`src/rtl/uart_irq_ident.sv`:
```
module uart_irq_ident #(
  parameter int ERR_W = 4
) (
  input  logic             clk,
  input  logic             rst_n,
  input  logic             fifo_on,
  input  logic [ERR_W-1:0] err_evt,
  input  logic             rx_full,
  input  logic             rx_at_trig,
  input  logic             rx_tmo,
  input  logic             tx_req,
  input  logic             ms_chg,
  input  logic             rd_lsr,
  input  logic             rd_rbr,
  input  logic             rd_iir,
  input  logic             rd_msr,
  input  logic             wr_thr,
  input  logic             rx_flush,
  input  logic [3:0]       ien,
  input  logic             gie,
  output logic [7:0]       iir,
  output logic             irq
);

  localparam logic [2:0] CODE_LINE = 3'b011;
  localparam logic [2:0] CODE_RXD  = 3'b010;
  localparam logic [2:0] CODE_TMO  = 3'b110;
  localparam logic [2:0] CODE_TX   = 3'b001;
  localparam logic [2:0] CODE_MS   = 3'b000;

  logic line_p, rxd_p, tmo_p, tx_p, ms_p, mode_q;
  logic [2:0] code;
  logic       none;

  wire tx_shown = rd_iir && (iir[3:0] == {CODE_TX, 1'b0});

  always_ff @(posedge clk or negedge rst_n) begin
    if (!rst_n) begin
      line_p <= 1'b0;
      rxd_p  <= 1'b0;
      tmo_p  <= 1'b0;
      tx_p   <= 1'b0;
      ms_p   <= 1'b0;
      mode_q <= 1'b0;
    end else begin
      mode_q <= fifo_on;
      line_p <= (|err_evt) | (line_p & ~rd_lsr);
      rxd_p  <= (fifo_on ? rx_at_trig : rx_full) & ~(fifo_on & rx_flush);
      tmo_p  <= fifo_on & ~rd_rbr & ~rx_flush & (rx_tmo | tmo_p);
      tx_p   <= tx_req | (tx_p & ~wr_thr & ~tx_shown);
      ms_p   <= ms_chg | (ms_p & ~rd_msr);
    end
  end

  always_comb begin
    none = 1'b0;
    code = CODE_MS;
    if      (line_p & ien[2]) code = CODE_LINE;
    else if (rxd_p  & ien[0]) code = CODE_RXD;
    else if (tmo_p  & ien[0]) code = CODE_TMO;
    else if (tx_p   & ien[1]) code = CODE_TX;
    else if (ms_p   & ien[3]) code = CODE_MS;
    else                      none = 1'b1;
  end

  assign iir = {mode_q, mode_q, 2'b00, code, none};
  assign irq = gie & ~iir[0];

  assert_line_set_R4: assert property (@(posedge clk) disable iff (!rst_n)
    (|err_evt) |=> line_p);

  assert_line_clr_R4: assert property (@(posedge clk) disable iff (!rst_n)
    (rd_lsr && !(|err_evt)) |=> !line_p);

  assert_tmo_fifo_only_R7: assert property (@(posedge clk) disable iff (!rst_n)
    (!fifo_on || rx_flush) |=> !tmo_p);

  assert_tx_write_clr_R8: assert property (@(posedge clk) disable iff (!rst_n)
    (wr_thr && !tx_req) |=> !tx_p);

  assert_ms_set_R9: assert property (@(posedge clk) disable iff (!rst_n)
    ms_chg |=> ms_p);

  assert_tmo_code_R3: assert property (@(posedge clk) disable iff (!rst_n)
    iir[3] |-> (iir[2:1] == 2'b10));

  assert_snapshot_R12: assert property (@(posedge clk) disable iff (!rst_n)
    (rd_iir && iir[3:0] == 4'b0010 && !tx_req) |=> !tx_p);

endmodule

```
`config.mk`:
```
export PLATFORM = sky130hd
export DESIGN_NAME = uart_irq_ident
export DESIGN_NICKNAME = d
export VERILOG_FILES = /design/src/rtl/uart_irq_ident.sv
export SDC_FILE = /design/constraint.sdc
export NUM_CORES = 1
export LEC_CHECK = 0
export BUFFER_PORTS_ARGS = -buffer_cell sky130_fd_sc_hd__buf_2
export CAP_MARGIN = 20
export CORE_AREA = 2 2 39 41
export DETAILED_ROUTE_END_ITERATION = 10
export DIE_AREA = 0 0 41 43
export PLACE_DENSITY = 0.63
export SLEW_MARGIN = 0
export SYNTH_ARGS = -nofsm -noshare
export SYNTH_HDL_FRONTEND = slang
export SYNTH_SLANG_ARGS = --single-unit
export TNS_END_PERCENT = 5
```
`constraint.sdc`:
```
create_clock -name clk -period 2.6 [get_ports clk]
set_input_delay 0.78 -clock clk [delete_from_list [all_inputs] [get_ports clk]]
set_output_delay 0.78 -clock clk [all_outputs]
set_load 0.01 [all_outputs]
```
---- Word-level counts from Yosys, hierarchy flattened ----
Cells that the tools add are included.
operators by class
  divide/modulo/power cells ............... 0
  reduce and logical (&&, ||, !) cells .... 2
  $lt $le $gt $ge ......................... 0
  shift operators ......................... 0
  multiply operators ...................... 0
  bitwise operators ....................... 27
  $add $sub $neg .......................... 0
  multiplexer cells ....................... 10
  equal/unequal tests ..................... 1
operators with widths
  operator                                        number
  AND 1 bit                                       15
  2-to-1 mux 3 bit                                3
  inverter 1 bit                                  8
  2-to-1 mux 1 bit                                7
  == test 4 x 2 -> 1 bit (second input constant)  1
  bitwise OR 1 bit                                4
  OR reduction 4 bit                              1
  logical AND 1 bit                               1
word-level totals
  bits of input ports ..................... 23
  ROM bits ................................ 0
  bits in registers ....................... 6
  memory bits (writable) .................. 0
  bits in latches ......................... 0
  logic and storage cells ................. 46
  output and inout port bits .............. 9
  memories ................................ 0

---- Longest topological paths before layout ----
  word-level depth ........................ 11
  gate-level depth with buffers ........... 4
  mapped depth without buffers ............ 3

---- Worst setup path after synthesis ----
Ideal clock, no wire load.
  kind .................................... input -> output
  from .................................... input ien[2]
  to ...................................... output irq
  data required time ...................... 1820 ps
  buffers on the path ..................... 0
  data arrival time ....................... 1230 ps
  stages on the path ...................... 3
  slack ................................... 590 ps
  cells stage by stage .................... nand2_1 -> nand2_1 -> o21a_1
on the way
  cells in the longest elaborated chain, start to end .. 4
ends and longest elaborated chain
  what                RTL line  RTL
  start: declaration  19        input logic [3:0] ien,
  AND 1 bit           58        if (line_p & ien[2]) code = CODE_LINE;
  2-to-1 mux 1 bit    58
  inverter 1 bit      67        assign irq = gie & ~iir[0];
  AND 1 bit           67
  end: declaration    22        output logic irq
No other way between the ends.

---- Final worst setup path ----
Same ends and word-level chain as after synthesis.

==> results.tsv <==
metric	value	unit
run_status	finished clean	
p_sw	0.0540	mW
grt_max_degree	7	
coreArea	1380	um^2
clkSinkCount	6	
fin_nets	88	
p_leak	0.273	nW
layout_setup_ws	414	ps
dp_hpwl	617	um
drive_above_1_share	0.524	
hold_path.class	in2async	
synth_edf_count	0	
num_rows	14	
timing.final.max_slew_violations	0	
finalHoldViolations	0	
regToRegSetupSlack	1580	ps
crit_slowest_cell	o21a_1	
grt_first_pass_wirelength	1090	um
postCtsSetupBuffers	0	
dieWidth	41	um
die_y	43	um
preCtsSetupSlack	406	ps
sw_frac_of_total	0.237	
skew	1.47	ps
ctsResizeCount	0	
netlist_area	317	um^2
wl_per_cell	8.84	um
synth_warnings	0	
synthesis.instances	35	
final_util	0.340	
seq_power_share	0.447	
min_period	2190	ps
grt_use_total	0.0984	
num_io_pins	32	
critPathKind	in2out	
clkPwrFrac	0.361	
die_area	1760	um^2
htreeDepth	1	
combinationalPowerShare	0.192	
placed_cell_area	448	um^2
arrival	1410	ps
tns	0	ps
final_common_cell	buf_2	
synth.yosys.seq_area_share	0.474	
post_drt_via_cell_ratio	4.28	
vdd_ir_drop_max	0.000159	V
rsz0062_at_grt	false	
cts_buffers	3	
drc	0	
clock.fmax	458	MHz
synthArstFlopShare	1.00	
netlist-cell-type-count	17	
fin_crit_sh	0.841	
clock_latency	240	ps
synth_flop_cell	dfrtp_1	
power_density	484	nW/um^2
ys_ff_latch	6	
max_stage_delay	190	ps
cts-root-buf	clkbuf_4	
routabilityCongestion	0.649	
final_cell_area	470	um^2
critPathRequiredTime	1820	ps
ant_nets	0	
start_util	0.229	
crit_chain	buf_2, nand2_1, nand2_1, o21a_1, buf_2	
cts_hold_buf	0	
diodes	0	
grt_pass1_vias	324	
num_vias	338	
cts_tree	built	
antenna_found_initial	0	
syn_area_per_cell	9.04	um^2
first_iter_violations	1	
globalRouteOverflowTotal	0	
worst_setup_path_end_kind	output pin	
setup_viol	0	
routed_wl	698	um
critPathLaunchType	primary input	
cp_max_fo	4	
path_clk_slew	40	ps
syn_to_final_growth	48.6	%
cp_num_buf_inv	2	
first_pass_iters	3	
maxCapViolCount	0	
whs	355	ps
cts_buffer_depth	2	
layout_common_cells	buf_2, dfrtp_1, nand2_1, inv_1	
power.internal	0.174	mW
critPathTopFamily	buffers and inverters	
port_buffers	29	
## logic make-up after synthesis
| logic type | count (synthesis) | share of synthesized area |
|---|---|---|
| flip-flops | 6 | 0.474 |
| AO/OA/AOI/OAI | 7 | 0.166 |
| buffers and inverters | 9 | 0.166 |
| AND/OR/NAND/NOR | 12 | 0.182 |
| other | 1 | 0.0118 |
## routing by layer
| metal | vias to the layer above | GRT usage | share of wire |
|---|---|---|---|
| met3 | 2 | 0.0314 | 0.12 |
| met4 | 0 | 0.120 | 0.014 |
| met2 | 21 | 0.144 | 0.45 |
| met1 | 145 | 0.0897 | 0.42 |
| li1 | 170 | - | - |
| met5 | - | 0 | 0 |
## state kept, by name, indices dropped and copies added (netlist names)
register / flops
rxd_p: 1
tx_p: 1
tmo_p: 1
ms_p: 1
line_p: 1
mode_q: 1
## synth_stat cells, types with 2 or more instances
cell type	n	area (um^2)
nand3_1	2	10.0
buf_4	5	37.5
dfrtp_1	6	150
nand2_1	4	15.0
inv_1	4	15.0
nor2_1	3	11.3
## power by group through the flow
stage               registers, mW  clock network [mW]  logic [mW]
global route                0.102              0.0926      0.0498
global placement            0.103                   0      0.0435
CTS                         0.102              0.0883      0.0445
detailed placement          0.103                   0      0.0445
finish                      0.102              0.0823      0.0437
floorplan                   0.102                   0      0.0239
## final timing paths
check,to,from,cells after the start
hold reg to reg,ms_p$_DFF_PN0_,ms_p$_DFF_PN0_,1
max in group asynchronous,ms_p$_DFF_PN0_,rst_n,1
hold / removal,tmo_p$_DFF_PN0_,rst_n,1
min in group clk,ms_p$_DFF_PN0_,ms_p$_DFF_PN0_,1
setup / recovery,irq,ien[2],5
setup reg to reg,tx_p$_DFF_PN0_,tmo_p$_DFF_PN0_,3
## worst register-to-register path: stages, from the launching register on
cell	delay, ps
dfrtp_1	400
o21ai_2	180
nand4_1	110
a31o_1	220
## area by class of cell
class	instances	area [um^2]
clock buffer	3	22.5
tap	16	20.0
sequential	6	150
inverter	4	15.0
fill	154	913
timing repair buffer	29	145
multi-input combinational	21	118
## stage by stage
| stage | instances | total power, mW |
|---|---|---|
| floorplan | 36 | 0.126 |
| global placement | 76 | 0.147 |
| detailed placement | 76 | 0.148 |
| CTS | 79 | 0.235 |
| global route | 79 | 0.245 |
| finish | 79 | 0.228 |
Note: power is estimated with default switching activity, not from simulation.
